File: src/rtl/icc_pkg.sv
package icc_pkg;

    localparam int ADDR_W  = 12;
    localparam int ID_W    = 10;
    localparam int PRIV_N  = 32;
    localparam int MAX_CPU = 4;
    localparam int PRI_W   = 4;

    localparam logic [ID_W-1:0]   NO_SRC   = 10'h3FF;
    localparam logic [ADDR_W-1:0] WORD_BASE = 12'h100;

    // global region offsets
    localparam logic [ADDR_W-1:0] OFS_CTRL   = 12'h000;
    localparam logic [ADDR_W-1:0] OFS_EN_SET = 12'h030;
    localparam logic [ADDR_W-1:0] OFS_EN_CLR = 12'h034;

    // per-core bank offsets (low byte)
    localparam logic [7:0] OFS_CAUSE   = 8'h10;
    localparam logic [7:0] OFS_TASKPRI = 8'h40;
    localparam logic [7:0] OFS_ACK     = 8'h44;
    localparam logic [7:0] OFS_MSK_SET = 8'h48;
    localparam logic [7:0] OFS_MSK_CLR = 8'h4C;

    typedef enum logic [3:0] {
        RG_NONE,
        RG_CTRL,
        RG_EN_SET,
        RG_EN_CLR,
        RG_ROUTE,
        RG_CAUSE,
        RG_TASKPRI,
        RG_ACK,
        RG_MSK_SET,
        RG_MSK_CLR
    } reg_kind_e;

    typedef struct packed {
        reg_kind_e       kind;
        logic [ID_W-1:0] idx;
        logic [1:0]      cpu;
    } reg_sel_t;

    function automatic reg_sel_t decode_addr(input logic bank,
                                             input logic [ADDR_W-1:0] a,
                                             input int ncpu,
                                             input int nsrc);
        reg_sel_t          s;
        logic [ADDR_W-1:0] off;
        int                widx;
        s.kind = RG_NONE;
        s.idx  = '0;
        s.cpu  = a[9:8];
        off    = a - WORD_BASE;
        widx   = int'(off >> 2);
        if (!bank) begin
            if (a == OFS_CTRL)
                s.kind = RG_CTRL;
            else if (a == OFS_EN_SET)
                s.kind = RG_EN_SET;
            else if (a == OFS_EN_CLR)
                s.kind = RG_EN_CLR;
            else if (a >= WORD_BASE && off[1:0] == 2'b00 && widx < nsrc) begin
                s.kind = RG_ROUTE;
                s.idx  = ID_W'(widx);
            end
        end else if (a[ADDR_W-1:10] == '0 && int'(a[9:8]) < ncpu) begin
            case (a[7:0])
                OFS_CAUSE:   s.kind = RG_CAUSE;
                OFS_TASKPRI: s.kind = RG_TASKPRI;
                OFS_ACK:     s.kind = RG_ACK;
                OFS_MSK_SET: s.kind = RG_MSK_SET;
                OFS_MSK_CLR: s.kind = RG_MSK_CLR;
                default:     s.kind = RG_NONE;
            endcase
        end
        return s;
    endfunction

endpackage

File: src/rtl/icc_bus_decode.sv
module icc_bus_decode
    import icc_pkg::*;
#(
    parameter int NCPU = 4,
    parameter int NSRC = 64
) (
    input  logic              bus_cpu_sel,
    input  logic [ADDR_W-1:0] bus_addr,
    output reg_sel_t          sel
);
    always_comb begin
        sel = decode_addr(bus_cpu_sel, bus_addr, NCPU, NSRC);
    end
endmodule

File: src/rtl/icc_src_bank.sv
module icc_src_bank
    import icc_pkg::*;
#(
    parameter int NCPU = 4,
    parameter int NSRC = 64
) (
    input  logic                       clk,
    input  logic                       rst,
    input  logic                       bus_wr,
    input  reg_kind_e                  kind,
    input  logic [ID_W-1:0]            idx,
    input  logic [ID_W-1:0]            wid,
    input  logic [NCPU-1:0]            wroute,
    input  logic [NSRC-PRIV_N-1:0]     shr_irq,
    output logic [NSRC-PRIV_N-1:0]     shr_live,
    output logic [NSRC-1:0][NCPU-1:0]  route_map
);
    localparam int NSH = NSRC - PRIV_N;

    logic [NSH-1:0] pend_q;
    logic [NSH-1:0] en_q;

    always_ff @(posedge clk) begin
        if (rst) pend_q <= '0;
        else     pend_q <= shr_irq;
    end

    for (genvar i = 0; i < NSH; i++) begin : g_en
        always_ff @(posedge clk) begin
            if (rst)
                en_q[i] <= 1'b0;
            else if (bus_wr && kind == RG_EN_SET && wid == ID_W'(PRIV_N + i))
                en_q[i] <= 1'b1;
            else if (bus_wr && kind == RG_EN_CLR && wid == ID_W'(PRIV_N + i))
                en_q[i] <= 1'b0;
        end
    end

    for (genvar n = 0; n < NSRC; n++) begin : g_route
        always_ff @(posedge clk) begin
            if (rst)
                route_map[n] <= '0;
            else if (bus_wr && kind == RG_ROUTE && idx == ID_W'(n))
                route_map[n] <= wroute;
        end
    end

    assign shr_live = pend_q & en_q;
endmodule

File: src/rtl/icc_cpu_port.sv
module icc_cpu_port
    import icc_pkg::*;
#(
    parameter int NSRC   = 64,
    parameter int CPU_ID = 0
) (
    input  logic                   clk,
    input  logic                   rst,
    input  logic                   ctrl_en,
    input  logic                   bus_wr,
    input  reg_kind_e              kind,
    input  logic [1:0]             cpu,
    input  logic [ID_W-1:0]        wid,
    input  logic [PRI_W-1:0]       wpri,
    input  logic [PRIV_N-1:0]      priv_irq,
    input  logic [NSRC-PRIV_N-1:0] shr_live,
    input  logic [NSRC-1:0]        route_col,
    output logic [ID_W-1:0]        ack_id,
    output logic                   irq,
    output logic [PRIV_N-1:0]      cause,
    output logic [PRI_W-1:0]       taskpri
);
    logic              mine;
    logic [PRIV_N-1:0] pend_q;
    logic [PRIV_N-1:0] mask_q;
    logic [NSRC-1:0]   dv;

    assign mine = (cpu == 2'(CPU_ID));

    always_ff @(posedge clk) begin
        if (rst) pend_q <= '0;
        else     pend_q <= priv_irq;
    end

    for (genvar i = 0; i < PRIV_N; i++) begin : g_mask
        always_ff @(posedge clk) begin
            if (rst)
                mask_q[i] <= 1'b1;
            else if (bus_wr && mine && kind == RG_MSK_SET && wid == ID_W'(i))
                mask_q[i] <= 1'b1;
            else if (bus_wr && mine && kind == RG_MSK_CLR && wid == ID_W'(i))
                mask_q[i] <= 1'b0;
        end
    end

    always_ff @(posedge clk) begin
        if (rst)
            taskpri <= '1;
        else if (bus_wr && mine && kind == RG_TASKPRI)
            taskpri <= wpri;
    end

    always_comb begin
        dv = '0;
        if (ctrl_en)
            dv = {shr_live & route_col[NSRC-1:PRIV_N], pend_q & ~mask_q};
    end

    always_comb begin
        ack_id = NO_SRC;
        for (int n = NSRC - 1; n >= 0; n--)
            if (dv[n]) ack_id = ID_W'(n);
    end

    assign irq   = |dv;
    assign cause = pend_q;
endmodule

File: src/rtl/icc_top.sv
module icc_top
    import icc_pkg::*;
#(
    parameter int NCPU = 4,
    parameter int NSRC = 64
) (
    input  logic                   clk,
    input  logic                   rst,
    input  logic                   bus_wr,
    input  logic                   bus_cpu_sel,
    input  logic [11:0]            bus_addr,
    input  logic [31:0]            bus_wdata,
    output logic [31:0]            bus_rdata,
    input  logic [NCPU*32-1:0]     priv_irq,
    input  logic [NSRC-33:0]       shr_irq,
    output logic [NCPU-1:0]        cpu_irq
);
    localparam int NSH   = NSRC - PRIV_N;
    localparam int SRC_W = $clog2(NSRC);
    localparam logic [ID_W-1:0] NSRC_FIELD = ID_W'(NSRC);

    reg_sel_t                           sel;
    logic                               ctrl_en;
    logic [NSH-1:0]                     shr_live;
    logic [NSRC-1:0][NCPU-1:0]          route_map;
    logic [MAX_CPU-1:0][ID_W-1:0]       cpu_ack;
    logic [MAX_CPU-1:0][PRIV_N-1:0]     cpu_cause;
    logic [MAX_CPU-1:0][PRI_W-1:0]      cpu_pri;
    logic [ID_W-1:0]                    wid;

    assign wid = bus_wdata[ID_W-1:0];

    icc_bus_decode #(.NCPU(NCPU), .NSRC(NSRC)) u_dec (
        .bus_cpu_sel (bus_cpu_sel),
        .bus_addr    (bus_addr),
        .sel         (sel)
    );

    always_ff @(posedge clk) begin
        if (rst)
            ctrl_en <= 1'b0;
        else if (bus_wr && sel.kind == RG_CTRL)
            ctrl_en <= bus_wdata[0];
    end

    icc_src_bank #(.NCPU(NCPU), .NSRC(NSRC)) u_src (
        .clk       (clk),
        .rst       (rst),
        .bus_wr    (bus_wr),
        .kind      (sel.kind),
        .idx       (sel.idx),
        .wid       (wid),
        .wroute    (bus_wdata[NCPU-1:0]),
        .shr_irq   (shr_irq),
        .shr_live  (shr_live),
        .route_map (route_map)
    );

    for (genvar c = 0; c < MAX_CPU; c++) begin : g_cpu
        if (c < NCPU) begin : g_on
            logic [NSRC-1:0] col;
            for (genvar n = 0; n < NSRC; n++) begin : g_col
                assign col[n] = route_map[n][c];
            end
            icc_cpu_port #(.NSRC(NSRC), .CPU_ID(c)) u_port (
                .clk       (clk),
                .rst       (rst),
                .ctrl_en   (ctrl_en),
                .bus_wr    (bus_wr),
                .kind      (sel.kind),
                .cpu       (sel.cpu),
                .wid       (wid),
                .wpri      (bus_wdata[PRI_W-1:0]),
                .priv_irq  (priv_irq[c*PRIV_N +: PRIV_N]),
                .shr_live  (shr_live),
                .route_col (col),
                .ack_id    (cpu_ack[c]),
                .irq       (cpu_irq[c]),
                .cause     (cpu_cause[c]),
                .taskpri   (cpu_pri[c])
            );
        end else begin : g_off
            assign cpu_ack[c]   = NO_SRC;
            assign cpu_cause[c] = '0;
            assign cpu_pri[c]   = '0;
        end
    end

    always_comb begin
        bus_rdata = '0;
        case (sel.kind)
            RG_CTRL:    bus_rdata = 32'({NSRC_FIELD, 1'b0, ctrl_en});
            RG_ROUTE:   bus_rdata = 32'(route_map[sel.idx[SRC_W-1:0]]);
            RG_CAUSE:   bus_rdata = 32'(cpu_cause[sel.cpu]);
            RG_TASKPRI: bus_rdata = 32'(cpu_pri[sel.cpu]);
            RG_ACK:     bus_rdata = 32'(cpu_ack[sel.cpu]);
            default:    bus_rdata = '0;
        endcase
    end
endmodule

File: config.mk
export PLATFORM = sky130hd
export DESIGN_NAME = icc_top
export DESIGN_NICKNAME = d
export VERILOG_FILES = /design/src/rtl/icc_pkg.sv /design/src/rtl/icc_bus_decode.sv /design/src/rtl/icc_src_bank.sv /design/src/rtl/icc_cpu_port.sv /design/src/rtl/icc_top.sv
export SDC_FILE = /design/constraint.sdc
export NUM_CORES = 2
export LEC_CHECK = 0
export BUFFER_PORTS_ARGS = -buffer_cell sky130_fd_sc_hd__buf_2
export CAP_MARGIN = 5
export CORE_ASPECT_RATIO = 0.7
export CORE_MARGIN = 2
export CORE_UTILIZATION = 54
export DETAILED_ROUTE_END_ITERATION = 6
export HOLD_SLACK_MARGIN = 0.08
export PLACE_DENSITY = 0.7
export SYNTH_ARGS = -nofsm -noshare
export SYNTH_HDL_FRONTEND = slang
export SYNTH_HIERARCHICAL = 1
export SYNTH_SLANG_ARGS = --single-unit
File: constraint.sdc
create_clock -name clk -period 9.2 [get_ports clk]
set_input_delay 0.92 -clock clk [delete_from_list [all_inputs] [get_ports clk]]
set_output_delay 0.92 -clock clk [all_outputs]
set_load 0.005 [all_outputs]
==> metrics.yaml <==
global_routing:
  grtUsageMet3: 0.1055
  grt_max_degree: 191
  met1_usage: 0.5119
  antenna_found_initial: 8
  grt_pass1_vias: 26170
  gr-usage-all-layers: 0.3447
  grt_busiest_layer: "met1"
  met2_usage: 0.4832
  gr-total-overflow: 0
  grt_pass1_wl_mm: 164.7
routing:
  route.detailed.drc: 1
  avgViaCountPerCell: 6.502
  dr.pass1.iters: 7
  avgRoutedWirePerCell_um: 26.34
  via_count: 27550
  routed_wl_mm: 111.6
  detail-route-antenna-nets: 0
  drt_first_iter_violations: 3453
cts:
  cts_setup_buffers: 0
  clk_latency_ps: 630
  clock_path_buffers: 3
  cts_num_sinks: 593
  cts-htree-levels: 2
  cts.hold.buffers_added: 0
  clock-root-buffer: "clkbuf_16"
  cts_tree: "built"
  post_cts_resized: 0
  cts_made_buffers: 59
  cts.clk_slew.worst_paths_ps: 60
power_and_ir_drop:
  powerDensity_nw_per_um2: 155.1
  power.leakage_nw: 14.75
  p_total_mw: 5.602
  vdd_drop_max_v: 0.0001641
timing:
  relSlewSlack: 0.2527
  whs_ps: 473.1
  setup_violations: 0
  final_hold_viol_count: 0
  setup-tns-final_ps: 0
  fin_crit_sh: 0.7333
  fin_crit_ps: 6746
  rsz0062_at_grt: "false"
  skew_ps: 0
  slew_viol_final: 0
  worst_pin_slew_ps: 1111
  fmax_ghz: 0.1482
worst_setup_path:
  cp_max_fo: 54
  r2r_slack_ps: 8040
  end_kind: "output port"
  r2r_start: "ctrl_en"
  crit_required_ps: 8280
  worst_setup_path_start_kind: "input port"
  crit_slowest_cell: "and2_4"
  path_buf_inv: 5
  arrival_ps: 5830
  crit_chain: "buf_2 > buf_4 > inv_1 > ha_1 > nor2_1 > a31oi_2 > nor4b_4 > and2_4 > buf_4 > mux4_2 > mux2i_1 > mux2_2 > a2111oi_0 > a211o_1 > buf_2"
  crit_type: "input port to output port"
  cpLargestDelayFamily: "buffers and inverters"
  r2r-end: "ctrl_en"
  slowest_delay_ps: 660
  ff2ff_path_depth: 2
hold_path:
  hold_depth: 2
  hold_end: "u_src/en_q[27]"
  holdCritStartpoint: "u_src/en_q[27]"
  hp-class: "flop to flop"
final_layout:
  syn2layout_area_growth_pct: 10.15
  utilization: 0.6022
  layout-drive-gt1-share: 0.1799
  final_cell_count_no_fill: 4237
  nNetsFinal: 3590
placed_design:
  port_buffers: 221
  hpwl_mm: 82.68
  place.gp.congestion: 0.9837
  dpl.cell_count: 4127
status:
  status: "finished, violations left"
  violations: "design-rule violations"
logic_synthesis:
  synthCells: 3279
  synth.avg_cell_area_um2: 9.998
  synth-edff-count: 0
  async_reset_ff_frac: 0
  ys_seq_elements: 593
  seq_area_frac_synth: 0.3621
  synthFlopType: "dfxtp_1"
  syn_area_um2: 32780
  ys_types: 100
  yosys_warnings: 6
floorplanning:
  dieArea_um2: 62730
  start_util: 0.5467
  die_h_um: 210.2
  die_w_um: 298.5
  fp.coreArea_um2: 59960
  row_count: 75
  io_pins: 244
flow_run:
  maxCapViolations: 0
power by group:
part	internal (mW)	switching [mW]
clock network	1.56	1.08
registers	2.60	0.0562
logic	0.125	0.173
total	4.29	1.31
registers in the layout, summed over array words and instances (netlist names):
signal and cells:
g_cpu.g_on.u_port/mask_q 128, u_src/pend_q 32, u_src/route_map 256, u_src/en_q 32
ctrl_en 1, g_cpu.g_on.u_port/taskpri 16, g_cpu.g_on.u_port/cause 128
worst reg2reg max path, delay by kind of cell (launching register included):
family | cells | cell delay [ps]
muxes | 1 | 170
and+or+nand+nor | 1 | 120
DFF | 1 | 790
through the flow:
| stage | cell area (um^2) | worst slack (ps) |
|---|---|---|
| 2_1_floorplan | 32790 | 3932 |
| 3_3_place_gp | 34000 | 2519 |
| 3_5_place_dp | 34000 | 2469 |
| 4_1_cts | 36100 | 2472 |
| 5_1_grt | 36100 | 2170 |
| 6_report | 36110 | 2454 |
cell usage in the layout, fill, tap and decap left out, drive strengths merged, types with 23 or more instances in the layout:
master  instances
a21oi          47
a221o         130
a22o           24
a22oi          57
a31oi          27
and2           53
buf           260
clkbuf         77
dfxtp         593
inv            23
mux2i         300
mux4          109
nand2         263
nand2b        348
nand3          73
nand4         121
nor2           96
nor2b         333
nor3           46
nor4           25
o211ai         23
o21ai          82
synthesized netlist by cell type (13+ instances only):
master / count / area (um^2)
o21ai_1: 25 / 125.1
nor2b_1: 328 / 2052
clkbuf_1: 115 / 431.7
nor3_1: 43 / 215.2
a21oi_1: 47 / 235.2
buf_6: 33 / 371.6
nor4_1: 16 / 100.1
inv_1: 20 / 75.07
mux2i_1: 300 / 3003
a221o_1: 130 / 1301
and3_1: 14 / 87.58
a32o_1: 13 / 130.1
a31oi_1: 26 / 162.7
a22o_1: 19 / 166.4
a211o_1: 17 / 148.9
mux4_2: 96 / 2162
dfxtp_1: 593 / 11870
buf_2: 28 / 140.1
nand2b_1: 348 / 2177
nand3_1: 64 / 320.3
and2_1: 47 / 294.0
o21ai_0: 54 / 270.3
nand4_1: 77 / 481.7
a211oi_1: 15 / 112.6
a22oi_1: 57 / 427.9
nor2_1: 90 / 337.8
buf_4: 32 / 240.2
nand4_4: 41 / 872.1
o211ai_1: 23 / 172.7
nand2_1: 259 / 972.2
mux4_1: 13 / 341.6
cells by family (layout without fill, tap and decap cells):
family | count (synthesis) | after routing | synth area share
AO/OA/AOI/OAI | 561 | 561 | 0.1361
adder cells (fa/ha/maj) | 2 | 2 | 0.0007632
buffers and inverters | 244 | 389 | 0.04194
flip-flops | 593 | 593 | 0.3621
multiplexers | 418 | 418 | 0.1711
other | 1 | 6 | 0.0001144
AND/OR/NAND/NOR | 1460 | 1460 | 0.2879
cell type report:
type | instances | area [um^2]
multi-input cells | 2443 | 19610
flip-flops and latches | 593 | 11880
repair buffers | 260 | 1411
well taps | 808 | 1011
clock inverters | 29 | 426.7
clock buffers | 77 | 1678
inverters | 23 | 86.33
diodes | 4 | 10.01
fillers | 5066 | 23850
per-layer routing:
metal / part of all wire / vias up / wire [um]
met2: 0.41 / 1446 / 45200
met3: 0.12 / 179 / 13700
met4: 0.023 / 6 / 2563
li1: - / 12340 / -
met1: 0.45 / 13580 / 50080
met5: 0.00041 / - / 46
worst max path at each step:
stage	startpoint	to	slack [ps]	cells after the start
6_report	bus_addr[9]	bus_rdata[0]	2450	15
5_1_grt	bus_addr[9]	bus_rdata[0]	2170	15
4_1_cts	bus_addr[9]	bus_rdata[0]	2470	15
3_5_place_dp	bus_addr[9]	bus_rdata[0]	2470	15
3_3_place_gp	bus_addr[9]	bus_rdata[0]	2520	15
2_1_floorplan	bus_addr[1]	bus_rdata[0]	3930	8
(Power assumes the default switching activity.)
